**src/rtl/par_scrambler.sv**
```systemverilog
module par_scrambler #(
  parameter int DATA_W = 8,
  parameter int LFSR_W = 16,
  parameter logic [LFSR_W-1:0] TAPS = 'h0039
) (
  input  logic              clk,
  input  logic              rst_n,
  input  logic              in_valid,
  input  logic [DATA_W-1:0] in_data,
  input  logic              reseed,
  output logic              out_valid,
  output logic [DATA_W-1:0] out_data
);
  localparam logic [LFSR_W-1:0] SEED = '1;
  localparam int RW = LFSR_W + DATA_W;

  function automatic logic [RW-1:0] word_resp(input logic [LFSR_W-1:0] s0);
    logic [LFSR_W-1:0] s;
    logic [DATA_W-1:0] k;
    s = s0;
    k = '0;
    for (int i = 0; i < DATA_W; i++) begin
      k[i] = s[LFSR_W-1];
      s = {s[LFSR_W-2:0], 1'b0} ^ (s[LFSR_W-1] ? TAPS : '0);
    end
    return {s, k};
  endfunction

  logic [LFSR_W-1:0] state, base, nxt;
  logic [DATA_W-1:0] key;
  logic [RW-1:0]     term [LFSR_W];
  logic [RW-1:0]     acc;

  assign base = reseed ? SEED : state;

  for (genvar c = 0; c < LFSR_W; c++) begin : g_col
    localparam logic [RW-1:0] COL = word_resp(LFSR_W'(1) << c);
    assign term[c] = base[c] ? COL : '0;
  end

  always_comb begin
    acc = '0;
    for (int c = 0; c < LFSR_W; c++) acc = acc ^ term[c];
  end
  assign {nxt, key} = acc;

  always_ff @(posedge clk) begin
    if (!rst_n) begin
      state     <= SEED;
      out_valid <= 1'b0;
      out_data  <= '0;
    end else begin
      out_valid <= in_valid;
      if (in_valid) begin
        state    <= nxt;
        out_data <= in_data ^ key;
      end else if (reseed) begin
        state <= SEED;
      end
    end
  end
endmodule

```
**config.mk**
```make
export PLATFORM = sky130hd
export DESIGN_NAME = par_scrambler
export DESIGN_NICKNAME = d
export VERILOG_FILES = /design/src/rtl/par_scrambler.sv
export SDC_FILE = /design/constraint.sdc
export NUM_CORES = 1
export LEC_CHECK = 0
export CAP_MARGIN = 20
export CORE_MARGIN = 2
export CORE_UTILIZATION = 55
export DETAILED_ROUTE_END_ITERATION = 8
export DONT_BUFFER_PORTS = 1
export GPL_TIMING_DRIVEN = 0
export PLACE_DENSITY_LB_ADDON = 0.3
export SLEW_MARGIN = 0
export SYNTH_ARGS = -nofsm -noshare
export SYNTH_HDL_FRONTEND = slang
export SYNTH_SLANG_ARGS = --single-unit
export TNS_END_PERCENT = 100
```
**constraint.sdc**
```tcl
create_clock -name clk -period 1.7 [get_ports clk]
set_clock_uncertainty 0.2 [all_clocks]
set_input_delay 0.34 -clock clk [delete_from_list [all_inputs] [get_ports clk]]
set_output_delay 0.34 -clock clk [all_outputs]
set_load 0.01 [all_outputs]
```
### After elaboration in Yosys (flattened, before gate mapping)

Index checks and enable logic that the tools add are counted.

| word-level totals | value |
|---|---|
| bits of input ports | 12 |
| bits in latches | 0 |
| memories kept | 0 |
| logic and storage cells | 37 |
| memory bits (read-only) | 0 |
| bits in writable memories | 0 |
| output and inout bits | 9 |
| bits in registers | 25 |

| cells by class | value |
|---|---|
| $lt $le $gt $ge | 0 |
| $mul | 0 |
| add/sub/neg operators | 0 |
| divide/modulo/power cells | 0 |
| equality and inequality tests | 0 |
| reduce and logical (&&, ||, !) cells | 0 |
| bitwise logic cells | 16 |
| multiplexer cells | 18 |
| shift-type cells | 0 |

Operators by type and width:

| kind | number |
|---|---|
| 16-bit 2-to-1 mux | 3 |
| 21-bit 2-to-1 mux | 2 |
| 20-bit 2-to-1 mux | 2 |
| 19-bit 2-to-1 mux | 2 |
| 18-bit 2-to-1 mux | 2 |
| 17-bit 2-to-1 mux | 2 |
| 24-bit 2-to-1 mux | 1 |
| 23-bit by 24-bit bitwise XOR with 24-bit output | 1 |
| 24-bit by 14-bit bitwise XOR with 24-bit output | 1 |
| 24-bit by 15-bit bitwise XOR with 24-bit output | 1 |
| 24-bit by 16-bit bitwise XOR with 24-bit output | 1 |
| 24-bit by 17-bit bitwise XOR with 24-bit output | 1 |
| 24-bit by 18-bit bitwise XOR with 24-bit output | 1 |
| 24-bit by 19-bit bitwise XOR with 24-bit output | 1 |
| 24-bit by 20-bit bitwise XOR with 24-bit output | 1 |
| 24-bit by 21-bit bitwise XOR with 24-bit output | 1 |
| 23-bit 2-to-1 mux | 1 |
| 22-bit by 23-bit bitwise XOR with 23-bit output | 1 |
| 22-bit 2-to-1 mux | 1 |
| 21-bit by 22-bit bitwise XOR with 22-bit output | 1 |
| 20-bit by 21-bit bitwise XOR with 21-bit output | 1 |
| 19-bit by 20-bit bitwise XOR with 20-bit output | 1 |
| 18-bit by 19-bit bitwise XOR with 19-bit output | 1 |
| 17-bit by 18-bit bitwise XOR with 18-bit output | 1 |
| 3 further kinds | 3 |

### Longest topological paths before layout

Gate-level depths: netlist of run 1.

| logic depth | value |
|---|---|
| word-level depth | 18 |
| gate-level depth with buffers | 5 |
| gate-level depth less buffers | 3 |

### Worst setup path after synthesis of run 1

OpenSTA, ideal clock, no wires.

| timing | value |
|---|---|
| path kind | input -> register |
| from | input in_valid |
| to | register state[0] |
| setup time | 0.116 ns |
| slack | 0.444 ns |
| data required time | 1.384 ns |
| buffers on the path | 2 |
| arrival time | 0.940 ns |
| stages | 4 |
| cell sequence | buf_2 > buf_2 > mux2i_1 > nand2_1 |

| on the way | value |
|---|---|
| longest elaborated chain between the ends | 1 |

Ends and longest elaborated chain:

| what | RTL line | source |
|---|---|---|
| from (decl) | 8 | `input logic in_valid,` |
| 16-bit 2-to-1 mux | 54 | `if (in_valid) begin` |
| to (signal assigned) | 55 | `state <= nxt;` |
| to (decl) | 29 | `logic [LFSR_W-1:0] state, base, nxt;` |

Every way passes these cells.
A chain may end at the register's enable or synchronous reset.

### Worst setup path in the final report of run 1

| timing | value |
|---|---|
| from | register state[15] |
| to | register state[7] |

| on the way | value |
|---|---|
| longest elaborated chain between the ends | 4 |

Ends and longest elaborated chain:

| what | RTL line | source |
|---|---|---|
| 16-bit 2-to-1 mux | n/a |  |
| 21-bit 2-to-1 mux | 38 | `assign term[c] = base[c] ? COL : '0;` |
| 24-bit by 21-bit bitwise XOR with 24-bit output | 43 | `for (int c = 0; c < LFSR_W; c++) acc = acc ^ term[c];` |
| 16-bit 2-to-1 mux | 54 |  |

Every way passes these cells.

==> impl_metrics.tcl, run 1 <==
set metrics [dict create \
    outcome "finished clean" \
    drt_wl_total_mm 2.63 \
    worstMarginPinSlew_ns 0.435 \
    max_freq_ghz 0.752 \
    tritoncts "done" \
    clockPowerShare 0.247 \
    slew_headroom 0.710 \
    period_share 0.782 \
    synth_top_family_by_area "XOR/XNOR gates" \
    pwr-share-seq 0.582 \
    clk_latency_ns 0.33 \
    synth_compound_area_frac 0.158 \
    gp_congestion 0.814 \
    powerDensity_nw_per_um2 841 \
    leakage_nw 0.505 \
    drt-vias-per-instance 5.69 \
    routedWlPerCell_um 15.4 \
    numCtsBuffers 3 \
    grt_max_degree 15 \
    fin_cells 170 \
    htree_levels 1 \
    synth_top_area_cell "dfxtp_1" \
    synth_fp_nets 149 \
    dr_total_vias 967 \
    critPathMaxStageDelay_ns 0.33 \
    core_um2 2190 \
    critical_path_buf_inv_count 1 \
    fin_crit_ns 1.33 \
    rows 17 \
    p_sw_mw 0.315 \
    drv_slew 0 \
    cpMostUsedCell "xnor2_1" \
    intPower_mw 0.802 \
    grt-ovfl-total 0 \
    synthXorXnorAreaFrac 0.164 \
    track_usage 0.224 \
    yosysSeqAreaShare 0.398 \
    p_sw_frac 0.282 \
    crit_type "reg2reg" \
    synthMuxAreaShare 0.0478 \
    dp_hpwl_mm 1.91 \
    whs_ns 0.0132 \
    place_ws_ns 0.325 \
    die_w_um 51.8 \
    cpLargestDelayFamily "XOR/XNOR gates" \
    slowest_stage "dfxtp_1" \
    numClockSinks 25 \
    ys_types 23 \
    synthSimpleGateAreaFrac 0.152 \
    antenna_cells 0 \
    endpoint_kind "flip-flop" \
    clk_root_buffer_cell "clkbuf_4" \
    total_power_mw 1.12 \
    synth_area_per_cell_um2 9.17 \
    synth_top_area_share 0.398 \
    ios 21 \
    first_global_vias 976 \
    r2r_setup_slack_ns 0.37 \
    syn_inst 137 \
    critical_path_arrival_ns 1.33 \
    grt_pass1_wl_mm 4.31 \
    dp.cells 165 \
    drive_above_1_share 0.162 \
    drc_errors 0 \
    path_max_fanout 6 \
    drt_first_pass_iters 4 \
    grt_setup_unrepaired "false" \
    setup_viol 0 \
    crit_path_start_kind "flip-flop" \
    hold_class "in2reg" \
    dieArea_um2 2680 \
    synth_fa_ha_area_frac 0 \
    synth-seq-cells 25 \
    cap_violations 0 \
    cts_buffer_depth 2 \
    drtAntennaViolNets 0 \
    synth_area_leaders "dfxtp_1 40%, xnor2_1 11%, a21boi_1 6.0%" \
    synthesis.area_um2 1260 \
    cp.required_ns 1.70 \
    start_util 0.573 \
    nNetsFinal 155 \
    synthToLayoutAreaGrowth_pct 5.78 \
    tns_ns 0 \
    yosys_warnings 0 \
    path_clk_slew_ns 0.15 \
    antenna_found_initial 0 \
    die_h_um 51.8 \
    cp_cell_sequence "clkbuf_2 > xnor2_1 > xnor2_1 > o221ai_1" \
    max-vdd-ir-drop_uv 466 \
    cts.repair.resized 0 \
    postLayoutSetupSlackWorst_ns 0.371 \
    first_iter_violations 29 \
    pwr-share-comb 0.171 \
    hold_viol 0 \
    port-buffer-count 0 \
]
[metrics by stage]
step                 util  area (um2)
floorplan               -        1260
global placement    0.589        1290
detailed placement  0.589        1290
CTS                 0.607        1330
global route        0.607        1330
finish              0.607        1330
[synth_stat cells]
| library cell | n |
|---|---|
| xnor2_1 | 16 |
| a21boi_1 | 10 |
| and2_1 | 1 |
| nor2_1 | 8 |
| nand3_1 | 8 |
| nor2b_1 | 1 |
| buf_4 | 1 |
| o21ai_1 | 8 |
| o21ai_2 | 1 |
| clkbuf_1 | 1 |
| clkbuf_2 | 1 |
| or3_1 | 8 |
| mux2i_1 | 6 |
| o221ai_1 | 8 |
| nand2_1 | 14 |
| o21ai_0 | 1 |
| buf_6 | 3 |
| inv_2 | 1 |
| xor2_1 | 2 |
| buf_2 | 9 |
| nand2b_1 | 1 |
| dfxtp_1 | 25 |
| xnor2_2 | 3 |
[cell type report]
class / instances / area, um2
buffer: 15 / 95.1
clock buffer: 3 / 22.5
clock inverter: 1 / 5.00
fill: 196 / 862
inverter: 1 / 3.75
multi-input combinational: 96 / 657
sequential: 25 / 500
tap: 28 / 35.0
timing repair buffer: 1 / 10.0
[path summary, 6_finish.rpt]
path                    from          end  cells after the start
setup / recovery   state[15]     state[7]                      4
hold / removal    in_data[6]  out_data[6]                      3
setup reg to reg   state[15]     state[7]                      4
hold reg to reg     state[5]    state[13]                      2
[power by group through the flow]
stage | registers [mW] | logic [mW] | clock network [mW]
6_report | 0.651 | 0.191 | 0.276
5_1_grt | 0.654 | 0.210 | 0.301
2_1_floorplan | 0.657 | 0.159 | 0
3_5_place_dp | 0.664 | 0.187 | 0
3_3_place_gp | 0.662 | 0.182 | 0
4_1_cts | 0.651 | 0.191 | 0.278
[kinds of logic (layout without fill, tap and decap cells)]
group           count (synthesis)  after routing
simple gates                   41             41
flops                          25             25
mux                             6              6
buf+inv                        16             21
compound gates                 28             28
xor+xnor                       21             21
[cell usage in the layout, fill, tap and decap left out, types with 6 or more instances in the layout]
cell type  synthesis  final
a21boi_1          10     10
buf_2              9      9
dfxtp_1           25     25
mux2i_1            6      6
nand2_1           14     14
nand3_1            8      8
nor2_1             8      8
o21ai_1            8      8
o221ai_1           8      8
or3_1              8      8
xnor2_1           16     16
[routing by layer]
metal  GRT usage  vias to the layer above  wire (um)
li1            -                      478          -
met1       0.277                      460       1180
met2       0.363                       23       1260
met3      0.0345                        6        126
met4       0.140                        0         61
met5           0                        -          0
[worst register-to-register path, stage by stage, from the launching register on]
cell and delay [ns]:
dfxtp_1 0.33, clkbuf_2 0.18, xnor2_1 0.23, xnor2_1 0.14
o221ai_1 0.13
[repair_timing]
action,in CTS,in global routing
setup buffers,0,0
hold buffers,1,0
hold endpoints to repair,7,0
[registers in the layout (all words and copies together) (netlist names)]
register	flops
out_data	8
out_valid	1
state	16
No activity file was read; power rests on OpenSTA's default activity.
==> run 2: changes to the inputs <==
==> constraint.sdc (replaced) <==
create_clock -name clk -period 1.4 [get_ports clk]
set_clock_uncertainty 0.2 [all_clocks]
set_input_delay 0.28 -clock clk [delete_from_list [all_inputs] [get_ports clk]]
set_output_delay 0.28 -clock clk [all_outputs]
set_load 0.01 [all_outputs]
==> run 2 against run 1 <==
Against the previous run:
- combinational power up 32%
- total power is 23% higher
- sequential share of layout area decreased by 2.3 points
- critical path depth unchanged
- critical path type unchanged
- register-to-register slack worse by 0.31 ns
- first-iteration DRC count grew 14%
- utilization rose by 4.0 points
- largest cell class unchanged
- worst hold slack hardly changed
- final cell count rose by 4.7%
==> impl_metrics.tcl, run 2 (synthesized netlist as in run 1, its figures left out) <==
set metrics [dict create \
    grt_max_degree 15 \
    p_sw_frac 0.282 \
    crit_path_start_kind "flip-flop" \
    die_w_um 51.8 \
    worstMarginPinSlew_ns 0.422 \
    dr_total_vias 1020 \
    dp_hpwl_mm 1.91 \
    track_usage 0.229 \
    hold_viol 0 \
    first_iter_violations 33 \
    critical_path_arrival_ns 1.34 \
    pwr-share-seq 0.574 \
    final_cell_mix "25 x dfxtp_1, 15 x xnor2_1, 14 x nand2_1, 10 x a21boi_1" \
    setup_viol 0 \
    max_freq_ghz 0.745 \
    path_clk_slew_ns 0.14 \
    drc_errors 0 \
    dpl_cell_area_um2 1290 \
    largest_reg_flops 16 \
    cap_violations 0 \
    hold_class "in2reg" \
    slowest_stage "dfxtp_1" \
    cp_cell_sequence "clkbuf_2 > xnor2_2 > xnor2_1 > o221ai_1" \
    post_cts_buffers 0 \
    cts_buffer_depth 2 \
    drtAntennaViolNets 0 \
    die_h_um 51.8 \
    cpLargestDelayFamily "XOR/XNOR gates" \
    clockPowerShare 0.243 \
    ios 21 \
    period_share 0.959 \
    pwr-share-comb 0.183 \
    place_ws_ns 0.0848 \
    drv_slew 0 \
    critPathMaxStageDelay_ns 0.33 \
    final_common_cell "dfxtp_1" \
    endpoint_kind "flip-flop" \
    antenna_found_initial 0 \
    critical_path_buf_inv_count 1 \
    max-vdd-ir-drop_uv 565 \
    path_max_fanout 6 \
    p_sw_mw 0.388 \
    first_global_vias 1009 \
    cp.required_ns 1.40 \
    fin_crit_ns 1.34 \
    start_util 0.573 \
    crit_type "reg2reg" \
    regMostFlops "state" \
    grt_pass1_wl_mm 4.43 \
    drt_wl_total_mm 2.75 \
    numClockSinks 25 \
    grt-ovfl-total 0 \
    port-buffer-count 0 \
    routedWlPerCell_um 15.4 \
    slew_headroom 0.719 \
    outcome "finished clean" \
    rows 17 \
    core_um2 2190 \
    reg_top3 "state x16, out_data x8, out_valid x1" \
    grt_setup_unrepaired "true" \
    dieArea_um2 2680 \
    antenna_cells 0 \
    drt_first_pass_iters 4 \
    leakage_nw 0.544 \
    numCtsBuffers 3 \
    drt-vias-per-instance 5.73 \
    clk_latency_ns 0.33 \
    drive_above_1_share 0.160 \
    postLayoutSetupSlackWorst_ns 0.0578 \
    powerDensity_nw_per_um2 973 \
    gp_congestion 0.814 \
    htree_levels 1 \
    synthToLayoutAreaGrowth_pct 12.7 \
    tritoncts "done" \
    final_cell_area_um2 1420 \
    clk_root_buffer_cell "clkbuf_4" \
    intPower_mw 0.990 \
    nNetsFinal 163 \
]
## run 2: changes by cell type in the layout (fill, tap and decap cells not counted), sizes merged
cell / delta
dlygate4sd3: +8
## run 2: path summary, 6_finish.rpt
| kind | start | endpoint | slack, ns | cells past startpoint |
|---|---|---|---|---|
| hold reg to reg | state[5] | state[13] | 0.29 | 2 |
| hold / removal | reseed | state[0] | 0.01 | 3 |
| setup / recovery | state[15] | state[10] | 0.06 | 4 |
| setup reg to reg | state[15] | state[10] | 0.06 | 4 |
## run 2: timing repair
action,CTS,global route
hold endpoints to repair,8,0
gates resized for setup,0,1
hold buffers,9,0
setup endpoints to repair,0,1
## run 2: power groups by stage
stage | combinational (mW) | clock [mW] | sequential (mW)
detailed placement | 0.227 | 0 | 0.806
floorplan | 0.193 | 0 | 0.798
global placement | 0.220 | 0 | 0.803
global route | 0.278 | 0.366 | 0.795
CTS | 0.250 | 0.338 | 0.790
finish | 0.253 | 0.335 | 0.790
## run 2: area by class of cell
cell class              count  area (um2)
fillers                   192         774
plain buffers              15        95.1
clock buffers               3        22.5
repair buffers              9        90.1
multi-input cells          96         664
flip-flops and latches     25         500
inverters                   1        3.75
well taps                  28        35.0
clock inverters             1        5.00
## run 2: metal layers
layer,up-vias,routed length [um],global-route usage
li1,493,-,-
met1,491,1240,0.291
met2,29,1320,0.372
met3,7,130,0.0259
met4,0,65,0.140
met5,-,0,0
## run 2: metrics by stage
step | TNS (ns) | power (mW) | utilization | hold slack [ns] | std cells
floorplan | 0 | 0.991 | - | 0.233 | 137
global placement | 0 | 1.02 | 0.589 | 0.234 | 165
detailed placement | 0 | 1.03 | 0.589 | 0.243 | 165
CTS | 0 | 1.38 | 0.643 | 0.0174 | 178
global route | -0.0214 | 1.44 | 0.646 | 0.0283 | 178
finish | 0 | 1.38 | 0.646 | 0.0132 | 178
## run 2: tightest hold or removal path, stage by stage
cell	delay [ns]
nor2b_1	0.02
buf_2	0.16
nand2_1	0.06
==> run 3: changes to the inputs <==
--- a/config.mk
+++ b/config.mk
@@ -6,8 +6,10 @@
 export NUM_CORES = 1
 export LEC_CHECK = 0
 export CAP_MARGIN = 20
+export CELL_PAD_IN_SITES_DETAIL_PLACEMENT = 1
+export CELL_PAD_IN_SITES_GLOBAL_PLACEMENT = 2
 export CORE_MARGIN = 2
-export CORE_UTILIZATION = 55
+export CORE_UTILIZATION = 37
 export DETAILED_ROUTE_END_ITERATION = 8
 export DONT_BUFFER_PORTS = 1
 export GPL_TIMING_DRIVEN = 0
==> run 3 against run 2 <==
Against the previous run:
- die area is 45% higher
- cell area up 1.7%
- count of clock-buffer cells in the layout unchanged
==> impl_metrics.tcl, run 3 (synthesized netlist as in run 1, its figures left out) <==
set metrics [dict create \
    outcome "finished clean" \
    drtAntennaViolNets 0 \
    path_max_fanout 7 \
    start_util 0.379 \
    cp_cell_sequence "buf_2 > xnor2_1 > xnor2_1 > o221ai_1" \
    port-buffer-count 0 \
    place_ws_ns 0.0435 \
    track_usage 0.169 \
    max_freq_ghz 0.755 \
    postLayoutSetupSlackWorst_ns 0.0750 \
    drt_wl_total_mm 3.09 \
    die_w_um 62.3 \
    first_iter_violations 22 \
    grt_setup_unrepaired "true" \
    critPathMaxStageDelay_ns 0.32 \
    synthToLayoutAreaGrowth_pct 14.6 \
    nNetsFinal 162 \
    endpoint_kind "flip-flop" \
    area.sequential_um2 503 \
    hold_class "in2reg" \
    cpMostUsedCell "xnor2_1" \
    gp_congestion 0.756 \
    drive_above_1_share 0.161 \
    final_common_cell "dfxtp_1" \
    drc_errors 0 \
    powerDensity_nw_per_um2 963 \
    drv_slew 0 \
    cp.required_ns 1.40 \
    rows 21 \
    core_um2 3310 \
    drt_first_pass_iters 4 \
    whs_ns 0.0303 \
    drt-vias-per-instance 5.04 \
    period_share 0.946 \
    reg_top3 "state x16, out_data x8, out_valid x1" \
    max-vdd-ir-drop_uv 387 \
    routedWlPerCell_um 15.8 \
    grt_max_degree 15 \
    setup_viol 0 \
    grt_pass1_wl_mm 5.14 \
    ios 21 \
    cts_buffer_depth 2 \
    leakage_nw 0.536 \
    htree_levels 1 \
    grt-ovfl-total 0 \
    path_clk_slew_ns 0.15 \
    crit_type "reg2reg" \
    critical_path_arrival_ns 1.32 \
    hold_viol 0 \
    largest_reg_flops 16 \
    crit_path_start_kind "flip-flop" \
    dr_total_vias 983 \
    final_cell_area_um2 1440 \
    tritoncts "done" \
    fill_cells 408 \
    dieArea_um2 3880 \
    first_global_vias 1044 \
    clk_latency_ns 0.33 \
    cap_violations 0 \
    antenna_cells 0 \
    worstMarginPinSlew_ns 0.465 \
    dpl_cell_area_um2 1310 \
    total_power_mw 1.39 \
    numClockSinks 25 \
    fin_crit_ns 1.33 \
    die_h_um 62.3 \
    regMostFlops "state" \
    slowest_stage "dfxtp_1" \
    final_cell_mix "23 x dfxtp_1, 16 x xnor2_1, 14 x nand2_1, 10 x a21boi_1" \
    numCtsBuffers 3 \
    multi_input_area_um2 668 \
    antenna_found_initial 0 \
    slew_headroom 0.690 \
    clk_root_buffer_cell "clkbuf_4" \
    dp_hpwl_mm 2.11 \
]
==> run 3: changes by cell type in the layout (fill, tap and decap cells not counted), sizes merged <==
cell,previous run,this run
clkbuf,5,4
==> run 3: cell type report <==
class,instances,area share
inverter,1,0.00261
sequential,25,0.349
clock buffer,3,0.0156
buffer,14,0.0626
tap,46,0.0400
clock inverter,1,0.00348
multi-input combinational,96,0.464
timing repair buffer,9,0.0626
==> run 3: power by group <==
part / total [mW] / switching (mW) / internal [mW]
logic: 0.254 / 0.125 / 0.129
registers: 0.793 / 0.0396 / 0.754
clock network: 0.339 / 0.232 / 0.107
total: 1.39 / 0.396 / 0.990
==> run 3: worst paths after layout <==
kind | from | end | slack, ns | cells past startpoint
setup / recovery | state[10] | state[6] | 0.07 | 4
hold / removal | reseed | state[0] | 0.03 | 3
setup reg to reg | state[10] | state[6] | 0.07 | 4
hold reg to reg | state[6] | state[14] | 0.30 | 2
==> run 3: repair_timing <==
item                                   CTS  global route
resized for setup                        0             3
hold buffers                             9             0
setup endpoints to repair                0             2
setup buffers                            0             0
endpoints found under the hold margin    8             0
==> run 3: per-layer routing <==
layer | routed length [um] | vias to the layer above | GRT usage
met5 | 0 | - | 0
met4 | 44 | 0 | 0.0667
met3 | 108 | 6 | 0.0272
met2 | 1530 | 19 | 0.289
met1 | 1400 | 465 | 0.213
li1 | - | 493 | -
==> run 3: worst max-delay path: cells and delay by family, from the launching register on <==
kind | cells | cell delay [ns]
xor gates and xnor gates | 2 | 0.37
DFF | 1 | 0.32
buffers and inverters | 1 | 0.17
AOI/OAI and AO/OA | 1 | 0.13
==> run 3: metrics by stage <==
step | utilization | TNS (ns) | instances
6_report | 0.435 | 0 | 195
5_1_grt | 0.435 | -0.0106 | 195
4_1_cts | 0.432 | 0 | 196
3_5_place_dp | 0.397 | 0 | 183
3_3_place_gp | 0.397 | 0 | 183
2_1_floorplan | - | 0 | 137
